===== src/rtl/dmafe_pkg.sv =====
package dmafe_pkg;

    localparam int DATA_W  = 32;
    localparam int REG_AW  = 4;
    localparam int BYTE_W  = 8;
    localparam int TF_N    = 6;

    typedef enum logic [REG_AW-1:0] {
        RG_FEAT    = 4'd0,
        RG_SECT    = 4'd1,
        RG_LBA_LO  = 4'd2,
        RG_LBA_MID = 4'd3,
        RG_LBA_HI  = 4'd4,
        RG_HEAD    = 4'd5,
        RG_CMD     = 4'd6,
        RG_RSVD7   = 4'd7,
        RG_XADDR   = 4'd8,
        RG_XLEN    = 4'd9,
        RG_XDIR    = 4'd10,
        RG_ARM     = 4'd11,
        RG_GO      = 4'd12,
        RG_MOVED   = 4'd13,
        RG_GATE    = 4'd14,
        RG_RSVD15  = 4'd15
    } reg_sel_e;

    typedef struct packed {
        logic              we;
        logic [REG_AW-1:0] addr;
        logic [DATA_W-1:0] data;
    } wr_req_t;

    typedef struct packed {
        logic [BYTE_W-1:0] feature;
        logic [BYTE_W-1:0] count;
        logic [BYTE_W-1:0] lba_lo;
        logic [BYTE_W-1:0] lba_mid;
        logic [BYTE_W-1:0] lba_hi;
        logic [BYTE_W-1:0] device;
    } taskfile_t;

    typedef struct packed {
        logic [DATA_W-1:0] addr;
        logic [DATA_W-1:0] len;
        logic              dir;
    } dma_cfg_t;

    function automatic logic is_drive_reg(input logic [REG_AW-1:0] a);
        return a <= RG_CMD;
    endfunction

    function automatic logic [DATA_W-1:0] zext_byte(input logic [BYTE_W-1:0] b);
        return {{(DATA_W-BYTE_W){1'b0}}, b};
    endfunction

endpackage


===== src/rtl/dmafe_gate.sv =====
module dmafe_gate
    import dmafe_pkg::*;
#(
    parameter logic [DATA_W-1:0] OPEN_KEY  = 32'h001F_FFFF,
    parameter logic [DATA_W-1:0] CLOSE_KEY = 32'h0000_42FE
) (
    input  logic    clk,
    input  logic    rst,
    input  wr_req_t wr,
    output logic    open_o
);

    logic open_q;
    logic gate_wr;

    assign gate_wr = wr.we && (wr.addr == RG_GATE);

    always_ff @(posedge clk) begin
        if (rst) begin
            open_q <= 1'b0;
        end else if (gate_wr) begin
            if (wr.data == OPEN_KEY) begin
                open_q <= 1'b1;
            end else if (wr.data == CLOSE_KEY) begin
                open_q <= 1'b0;
            end
        end
    end

    assign open_o = open_q;

    // the gate only moves on a write to the gate register
    p_gate_key_only_r2: assert property (@(posedge clk) disable iff (rst)
        (open_q != $past(open_q)) |-> $past(gate_wr));

endmodule


===== src/rtl/dmafe_taskfile.sv =====
module dmafe_taskfile
    import dmafe_pkg::*;
#(
    parameter logic [BYTE_W-1:0] NOP_CODE = 8'h00
) (
    input  logic              clk,
    input  logic              rst,
    input  logic              wr_we,
    input  logic [REG_AW-1:0] wr_addr,
    input  logic [BYTE_W-1:0] wr_byte,
    input  logic              open_i,
    input  logic              can_write,
    output taskfile_t         tf_o,
    output logic              cmd_valid_o,
    output logic [BYTE_W-1:0] cmd_code_o
);

    logic [BYTE_W-1:0] tf_byte [TF_N];
    logic              tf_wr_ok;
    logic              cmd_ok;
    logic              cmd_valid_q;
    logic [BYTE_W-1:0] cmd_code_q;

    assign tf_wr_ok = wr_we && open_i && can_write;

    for (genvar g = 0; g < TF_N; g++) begin : g_tf
        always_ff @(posedge clk) begin
            if (rst) begin
                tf_byte[g] <= '0;
            end else if (tf_wr_ok && (wr_addr == REG_AW'(g))) begin
                tf_byte[g] <= wr_byte;
            end
        end
    end

    assign cmd_ok = wr_we && open_i && (wr_addr == RG_CMD)
                    && (can_write || (wr_byte == NOP_CODE));

    always_ff @(posedge clk) begin
        if (rst) begin
            cmd_valid_q <= 1'b0;
            cmd_code_q  <= '0;
        end else begin
            cmd_valid_q <= cmd_ok;
            if (cmd_ok) begin
                cmd_code_q <= wr_byte;
            end
        end
    end

    always_comb begin
        tf_o.feature = tf_byte[RG_FEAT];
        tf_o.count   = tf_byte[RG_SECT];
        tf_o.lba_lo  = tf_byte[RG_LBA_LO];
        tf_o.lba_mid = tf_byte[RG_LBA_MID];
        tf_o.lba_hi  = tf_byte[RG_LBA_HI];
        tf_o.device  = tf_byte[RG_HEAD];
    end

    assign cmd_valid_o = cmd_valid_q;
    assign cmd_code_o  = cmd_code_q;

    // a closed gate freezes the task file
    p_locked_tf_r3: assert property (@(posedge clk) disable iff (rst)
        !open_i |=> $stable(tf_o));

    // a command strobe only follows a cycle with the gate open
    p_cmd_gate_r5: assert property (@(posedge clk) disable iff (rst)
        cmd_valid_q |-> $past(open_i));

    // the strobe is a single-cycle pulse per write
    p_cmd_pulse_r5: assert property (@(posedge clk) disable iff (rst)
        (cmd_valid_q && !$past(wr_we)) |-> 1'b0 || !cmd_valid_q || $past(cmd_ok));

endmodule


===== src/rtl/dmafe_dma.sv =====
module dmafe_dma
    import dmafe_pkg::*;
(
    input  logic              clk,
    input  logic              rst,
    input  wr_req_t           wr,
    input  logic              done_i,
    input  logic [DATA_W-1:0] bytes_i,
    output dma_cfg_t          cfg_o,
    output logic [DATA_W-1:0] arm_o,
    output logic              go_o,
    output logic [DATA_W-1:0] moved_o
);

    dma_cfg_t          cfg_q;
    logic [DATA_W-1:0] arm_q;
    logic              go_q;
    logic [DATA_W-1:0] moved_q;
    logic              idle_wr;

    assign idle_wr = wr.we && !go_q;

    always_ff @(posedge clk) begin
        if (rst) begin
            cfg_q   <= '0;
            arm_q   <= '0;
            go_q    <= 1'b0;
            moved_q <= '0;
        end else if (go_q) begin
            if (done_i) begin
                go_q    <= 1'b0;
                moved_q <= bytes_i;
            end
        end else if (idle_wr) begin
            unique case (wr.addr)
                RG_XADDR: cfg_q.addr <= wr.data;
                RG_XLEN:  cfg_q.len  <= wr.data;
                RG_XDIR:  cfg_q.dir  <= wr.data[0];
                RG_ARM:   arm_q      <= wr.data;
                RG_GO: begin
                    if ((wr.data == DATA_W'(1)) && (arm_q == DATA_W'(1))) begin
                        go_q    <= 1'b1;
                        moved_q <= '0;
                    end else begin
                        go_q    <= 1'b0;
                    end
                end
                default: ;
            endcase
        end
    end

    assign cfg_o   = cfg_q;
    assign arm_o   = arm_q;
    assign go_o    = go_q;
    assign moved_o = moved_q;

    // the request holds until the mover reports completion
    p_req_hold_r6: assert property (@(posedge clk) disable iff (rst)
        (go_q && !done_i) |=> go_q);

    // a new transfer starts with the moved count cleared
    p_start_clear_r6: assert property (@(posedge clk) disable iff (rst)
        $rose(go_q) |-> (moved_q == '0));

    // completion drops the request and records the count
    p_done_drop_r8: assert property (@(posedge clk) disable iff (rst)
        (go_q && done_i) |=> (!go_q && (moved_q == $past(bytes_i))));

    // setup is frozen while a transfer runs
    p_cfg_frozen_r9: assert property (@(posedge clk) disable iff (rst)
        (go_q && !done_i) |=> ($stable(cfg_q) && $stable(arm_q)));

    // an unarmed go never raises the request
    p_no_unarmed_r7: assert property (@(posedge clk) disable iff (rst)
        $rose(go_q) |-> ($past(arm_q) == DATA_W'(1)));

endmodule


===== src/rtl/dmafe_top.sv =====
module dmafe_top
    import dmafe_pkg::*;
#(
    parameter logic [DATA_W-1:0] OPEN_KEY  = 32'h001F_FFFF,
    parameter logic [DATA_W-1:0] CLOSE_KEY = 32'h0000_42FE,
    parameter logic [BYTE_W-1:0] NOP_CODE  = 8'h00
) (
    input  logic              clk,
    input  logic              rst,
    input  logic              wr_en,
    input  logic [REG_AW-1:0] wr_addr,
    input  logic [DATA_W-1:0] wr_data,
    input  logic [REG_AW-1:0] rd_addr,
    output logic [DATA_W-1:0] rd_data,
    input  logic              drv_can_write,
    input  logic [BYTE_W-1:0] drv_status,
    output logic [BYTE_W-1:0] tf_feature,
    output logic [BYTE_W-1:0] tf_count,
    output logic [3*BYTE_W-1:0] tf_lba,
    output logic [BYTE_W-1:0] tf_device,
    output logic              cmd_valid,
    output logic [BYTE_W-1:0] cmd_code,
    output logic              dma_req,
    output logic [DATA_W-1:0] dma_addr,
    output logic [DATA_W-1:0] dma_len,
    output logic              dma_dir,
    input  logic              dma_done,
    input  logic [DATA_W-1:0] dma_bytes
);

    wr_req_t           wr;
    logic              open;
    taskfile_t         tf;
    dma_cfg_t          cfg;
    logic [DATA_W-1:0] arm;
    logic              go;
    logic [DATA_W-1:0] moved;

    assign wr = '{we: wr_en, addr: wr_addr, data: wr_data};

    dmafe_gate #(
        .OPEN_KEY  (OPEN_KEY),
        .CLOSE_KEY (CLOSE_KEY)
    ) u_gate (
        .clk    (clk),
        .rst    (rst),
        .wr     (wr),
        .open_o (open)
    );

    dmafe_taskfile #(
        .NOP_CODE (NOP_CODE)
    ) u_tf (
        .clk         (clk),
        .rst         (rst),
        .wr_we       (wr_en),
        .wr_addr     (wr_addr),
        .wr_byte     (wr_data[BYTE_W-1:0]),
        .open_i      (open),
        .can_write   (drv_can_write),
        .tf_o        (tf),
        .cmd_valid_o (cmd_valid),
        .cmd_code_o  (cmd_code)
    );

    dmafe_dma u_dma (
        .clk     (clk),
        .rst     (rst),
        .wr      (wr),
        .done_i  (dma_done),
        .bytes_i (dma_bytes),
        .cfg_o   (cfg),
        .arm_o   (arm),
        .go_o    (go),
        .moved_o (moved)
    );

    always_comb begin
        rd_data = '0;
        if (is_drive_reg(rd_addr) && !open) begin
            rd_data = '1;
        end else begin
            unique case (rd_addr)
                RG_FEAT:    rd_data = zext_byte(tf.feature);
                RG_SECT:    rd_data = zext_byte(tf.count);
                RG_LBA_LO:  rd_data = zext_byte(tf.lba_lo);
                RG_LBA_MID: rd_data = zext_byte(tf.lba_mid);
                RG_LBA_HI:  rd_data = zext_byte(tf.lba_hi);
                RG_HEAD:    rd_data = zext_byte(tf.device);
                RG_CMD:     rd_data = zext_byte(drv_status);
                RG_XADDR:   rd_data = cfg.addr;
                RG_XLEN:    rd_data = cfg.len;
                RG_XDIR:    rd_data = DATA_W'(cfg.dir);
                RG_ARM:     rd_data = arm;
                RG_GO:      rd_data = DATA_W'(go);
                RG_MOVED:   rd_data = moved;
                RG_GATE:    rd_data = DATA_W'(open);
                default:    rd_data = '0;
            endcase
        end
    end

    assign tf_feature = tf.feature;
    assign tf_count   = tf.count;
    assign tf_lba     = {tf.lba_hi, tf.lba_mid, tf.lba_lo};
    assign tf_device  = tf.device;
    assign dma_req    = go;
    assign dma_addr   = cfg.addr;
    assign dma_len    = cfg.len;
    assign dma_dir    = cfg.dir;

    // closed gate reads of drive registers are all ones
    p_closed_read_r3: assert property (@(posedge clk) disable iff (rst)
        (!open && is_drive_reg(rd_addr)) |-> (rd_data == '1));

endmodule


===== config.mk =====
export PLATFORM = sky130hd
export DESIGN_NAME = dmafe_top
export DESIGN_NICKNAME = d
export VERILOG_FILES = /design/src/rtl/dmafe_pkg.sv /design/src/rtl/dmafe_gate.sv /design/src/rtl/dmafe_taskfile.sv /design/src/rtl/dmafe_dma.sv /design/src/rtl/dmafe_top.sv
export SDC_FILE = /design/constraint.sdc
export NUM_CORES = 1
export LEC_CHECK = 0
export BUFFER_PORTS_ARGS = -buffer_cell sky130_fd_sc_hd__buf_2
export CAP_MARGIN = 20
export CORE_MARGIN = 3
export CORE_UTILIZATION = 55
export DETAILED_ROUTE_END_ITERATION = 8
export PLACE_DENSITY = 0.93
export RECOVER_POWER = 100
export SYNTH_ARGS = -nofsm -noshare
export SYNTH_HDL_FRONTEND = slang
export SYNTH_SLANG_ARGS = --single-unit

===== constraint.sdc =====
create_clock -name clk -period 3.7 [get_ports clk]
set_clock_uncertainty 0.1 [all_clocks]
set_input_delay 0.37 -clock clk [delete_from_list [all_inputs] [get_ports clk]]
set_output_delay 0.37 -clock clk [all_outputs]
set_load 0.03 [all_outputs]

# ---- Word level (Yosys, flattened, before mapping)
# Memories as Yosys holds them, arrays and structs flattened.
# Cells that the tools add are included.
dict set report op_classes {
  mul 0
  addsub 0
  shift 0
  n_lt_le_gt_ge 1
  n_mux 40
  div_mod_pow 0
  bitwise 7
  eq_ne 30
  n_reduce_logical 30
}
# op count
set ops {}
lappend ops {{one-hot mux 32 bit (14 select lines)} 1}
lappend ops {{2-to-1 mux 32 bit} 6}
lappend ops {{== test 32 x 1 -> 1 bit (second input constant)} 2}
lappend ops {{== test 4 bit (second input constant)} 13}
lappend ops {{2-to-1 mux 8 bit} 6}
lappend ops {{== test 32 x 15 -> 1 bit (second input constant)} 1}
lappend ops {{== test 32 x 21 -> 1 bit (second input constant)} 1}
lappend ops {{2-to-1 mux 1 bit} 27}
lappend ops {{== test 4 x 3 -> 1 bit (second input constant)} 6}
lappend ops {{== test 4 x 2 -> 1 bit (second input constant)} 4}
lappend ops {{logical AND 1 bit} 14}
lappend ops {{AND reduction 3 bit} 4}
lappend ops {{== test 4 x 1 -> 1 bit (second input constant)} 2}
lappend ops {{logical NOT 4 bit} 2}
lappend ops {{logical NOT 8 bit} 1}
lappend ops {{nonzero test 2 bit} 4}
lappend ops {{bitwise OR 1 bit} 6}
lappend ops {{<= comparator 4 x 3 -> 1 bit (second input constant)} 1}
lappend ops {{AND reduction 4 bit} 1}
lappend ops {{logical NOT 1 bit} 2}
lappend ops {{inequality test 2 bit (second input constant)} 1}
lappend ops {{AND reduction 2 bit} 1}
lappend ops {{logical OR 1 bit} 1}
lappend ops {{NOT 1 bit} 1}
dict set report word_totals {
  memories 1
  ram_bits 48
  inputBits 85
  output_inout_bits 155
  regBits 140
  latch_bits 0
  rom_bits 0
  wordCells 118
}
# name words word_bits rd rd_ports_with_merged_regs wr line_no
set mem_list {}
lappend mem_list {u_tf.tf_byte 6 8 6 0 6 dmafe_taskfile.sv:18} ;# logic [BYTE_W-1:0] tf_byte [TF_N];

# ---- Depth between registers and ports, before layout
dict set report logic_depth {
  depth_word 7
  depth_mapped 8
  ltp_nobuf 5
}

# ---- Cells and area by module
# From an unflattened synthesis, not the netlist that was laid out.
dict set report unflattened {
  cells_unflattened 908
  hier_area_um2 8713.4
}
# module area_each_um2 cells_each instances seq_area_each_um2
set modules_own_cells {}
lappend modules_own_cells {dmafe_dma 4620.7 494 1 2602.5}
lappend modules_own_cells {dmafe_taskfile 2334.7 158 1 1621.6}
lappend modules_own_cells {dmafe_top 1600.3 234 1 0.0}
lappend modules_own_cells {dmafe_gate 157.7 22 1 20.0}

# ---- Least setup slack after synthesis
# Ideal clock, no wire load.
dict set report synth_timing {
  path_type {input port to output port}
  start {input port rd_addr[2]}
  end {output port rd_data[12]}
  t_arrival_ps 1929
  setup_slack_ps 1301
  cell_stages 6
  cell_sequence {buf_2 nand2b_1 nor3_2 buf_2 a22oi_1 a31oi_1}
}
dict set report synth_via {
  elab_chain_cells 3
  word_cells_on_any_way 18
}
# element line_no
set synth_lines {}
lappend synth_lines {{from (decl)} dmafe_top.sv:13} ;# input logic [REG_AW-1:0] rd_addr,
lappend synth_lines {{== test 4 bit, or another cell as far along} dmafe_top.sv:83} ;# unique case (rd_addr)
lappend synth_lines {{one-hot mux 32 bit (14 select lines) or logical AND 1 bit (tied branches)} {dmafe_top.sv:83, dmafe_top.sv:80}}
lappend synth_lines {{2-to-1 mux 32 bit *} dmafe_top.sv:80} ;# if (is_drive_reg(rd_addr) && !open) begin
lappend synth_lines {{to (decl)} dmafe_top.sv:14} ;# output logic [DATA_W-1:0] rd_data,
# Every way passes the cells marked *; elsewhere a longest branch is shown, timed or not.

# ---- Worst setup path in the final report
dict set report layout_timing {
  start {input port rd_addr[3]}
  end {output port rd_data[30]}
}
# Same word-level chain as after synthesis.

==> results.json <==
{
  "status": "complete, but fails checks",
  "failed_checks": "DRC, capacitance limit, slew limit",
  "syn_area_sq_um": 8615,
  "dpl_worst_slack_ns": 0.8748,
  "final_area_sq_um": 10170,
  "cp.arrival_ns": 2.71,
  "cts_max_level": 4,
  "finalMaxSlewViolations": 56,
  "routedWlPerCell_um": 21.56,
  "power_density_nw_per_um2": 433.1,
  "place_area_sq_um": 9852,
  "area_growth_pct": 18.03,
  "cts_buffers": 17,
  "synth-edff-count": 48,
  "drv_cap": 1,
  "hold_viol": 0,
  "holdBufCountCts": 0,
  "antenna_found_initial": 6,
  "avgSynthCellArea_sq_um": 9.135,
  "portBuffers": 239,
  "grt_pass1_vias": 7773,
  "start_kind": "input pin",
  "rsz0062_at_grt": "false",
  "synth_top_flop_cell": "dfxtp_1",
  "setup_ws_ns": 0.5160,
  "drc_errors": 4,
  "cts_tree": "yes",
  "rows": 45,
  "fin_tns_setup_ns": 0,
  "r2r_setup_slack_ns": 0.80,
  "crit_fanout": 32,
  "clkTransAtPathRegs_ns": 0.07,
  "crit_path_end_kind": "output port",
  "routed-via-count": 8614,
  "cts_root_buf": "clkbuf_16",
  "drtIter0Drc": 1195,
  "period_share_pct": 86.05,
  "clock.fmax_mhz": 314.1,
  "via_per_inst": 6.292,
  "worst_pin_slew_ns": 2.489,
  "leakagePower_nw": 3.491,
  "synth_seq_area_share_pct": 49.27,
  "grt_max_degree": 73,
  "crit_type": "input pin to output port",
  "clk_latency_ns": 0.44,
  "first_pass_iters": 9,
  "cts-resized-gates": 0,
  "yosys_warnings": 0,
  "ir_drop_mv": 0.3522,
  "maxSlewHeadroom_pct": -65.93,
  "fp.dieW_um": 131.2,
  "core_sq_um": 15260,
  "hpwl_um": 20480,
  "async_reset_ff_share_pct": 0,
  "die_area_sq_um": 17200,
  "grt_pass1_wl_um": 44420,
  "cts_setup_buffers": 0,
  "start_util_pct": 56.46,
  "die-height_um": 131.2,
  "synth_seq_cells": 188,
  "netlist_instances": 943,
  "synth_cell_types": 59,
  "cts_buffer_depth": 2,
  "worst_ep_required_time_ns": 3.23,
  "hold_path.class": "input pin to flip-flop",
  "setup_viol": 0,
  "nNetsFinal": 1224,
  "whs_ns": 0.08514,
  "detail-route-antenna-nets": 0,
  "routed_wl_um": 29520,
  "utilization_pct": 66.63,
  "layout_min_cycle_time_ns": 3.184,
  "drive_gt1_share_pct": 13.28,
  "cts.sinks": 188,
  "synth_nets": 1028,
  "track_usage_pct": 32.59,
  "gp_congestion": 0.9634,
  "overflow": 0,
  "ios": 240
}
cells in the mapped netlist (3+ instances only):
master,instances,area share [%]
mux2_2,5,0.65
inv_1,3,0.13
nand2_1,146,6.4
nand3_1,11,0.64
a22oi_1,70,6.1
buf_6,4,0.52
nor2b_1,6,0.44
and3_1,3,0.22
nand2b_1,9,0.65
nand4_1,5,0.36
nor3_1,10,0.58
nor4_1,18,1.3
buf_2,27,1.6
buf_4,3,0.26
nand4b_1,4,0.41
edfxtp_1,48,17
nor4b_1,3,0.31
o21ai_0,6,0.35
o21bai_1,4,0.35
nor2_1,84,3.7
a222oi_1,10,1.2
nand3b_1,3,0.26
nor2_2,8,0.58
a32o_1,3,0.35
nor4_2,3,0.44
a22o_1,4,0.41
mux2i_1,49,5.7
clkbuf_1,44,1.9
nor3_2,5,0.58
dfxtp_1,140,33
buf_1,4,0.17
and2_1,45,3.3
a21oi_1,96,5.6
a31oi_1,26,1.9
worst max-delay path, cell delays in order:
cell	delay [ns]
buf_2	0.54
nand2b_1	0.32
nor2_1	0.18
clkbuf_2	0.51
a22oi_1	0.24
a31oi_1	0.28
buf_2	0.26
layer usage:
metal	wire length (um)	part of all wire, %	vias to the layer above	GRT usage (%)
met3	3299	11	119	7.312
met1	10990	37	4016	42.43
li1	-	-	3815	-
met5	0	0	-	0
met4	1615	5.5	0	18.32
met2	13620	46	664	50.40
cells by family after synthesis:
| logic type | Yosys count | synth area share [%] |
|---|---|---|
| simple gates | 376 | 21.35 |
| mux | 55 | 6.608 |
| compound gates | 238 | 18.02 |
| flops | 188 | 49.27 |
| buf+inv | 86 | 4.749 |
state kept, by name, indices dropped and copies added (netlist names):
| register | cells |
|---|---|
| u_dma.cfg_o | 65 |
| u_tf.tf_byte | 48 |
| u_dma.arm_o | 32 |
| u_dma.moved_o | 32 |
| u_tf.cmd_code_o | 8 |
| u_dma.go_o | 1 |
| u_gate.open_o | 1 |
| u_tf.cmd_valid_o | 1 |
path summary, 6_finish.rpt:
path	depth (start not counted)	to	from
min reg2reg	2	u_dma.cfg_o[55]	u_dma.cfg_o[55]
max reg2reg	5	u_dma.cfg_o[43]	u_dma.go_o
max	7	rd_data[30]	rd_addr[3]
min	3	u_dma.moved_o[31]	dma_bytes[31]
placed cells by master, fill, tap and decap left out, types with 5 or more instances in the layout:
| cell | synthesis | layout |
|---|---|---|
| nor2b_1 | 6 | 6 |
| nand2b_1 | 9 | 9 |
| and2_0 | 0 | 37 |
| a31oi_1 | 26 | 26 |
| and2_1 | 45 | 8 |
| nor3_1 | 10 | 15 |
| a21oi_1 | 96 | 95 |
| buf_4 | 3 | 16 |
| buf_2 | 27 | 89 |
| edfxtp_1 | 48 | 48 |
| dfxtp_1 | 140 | 140 |
| nor4_1 | 18 | 20 |
| mux2i_1 | 49 | 49 |
| a222oi_1 | 10 | 10 |
| nor2_1 | 84 | 89 |
| a22oi_1 | 70 | 70 |
| nand4_1 | 5 | 5 |
| clkbuf_16 | 0 | 17 |
| nand3_1 | 11 | 11 |
| nand2_1 | 146 | 146 |
| mux2_2 | 5 | 5 |
| diode_2 | 0 | 6 |
| clkbuf_1 | 44 | 153 |
| o21ai_0 | 6 | 6 |
through the flow:
step | std cells | power [mW]
after floorplan | 943 | 2.487
after global routing | 1369 | 4.517
after global placement | 1331 | 2.664
final | 1369 | 4.403
after detailed placement | 1331 | 2.671
after CTS | 1363 | 4.408
report_power, final:
part	internal, mW	switching (mW)
logic	0.119	0.343
registers	2.13	0.0267
clock network	0.962	0.818
layout make-up:
class                      count  area [sq um]
sequential                   188          4244
fill                        1237          5091
clock buffer                  19         442.9
inverter                       3         11.26
antenna                        6         15.01
clock inverter                13         130.1
multi-input combinational    669          3909
tap                          211         264.0
timing repair buffer         260          1151
No activity file was read; power rests on OpenSTA's default activity.
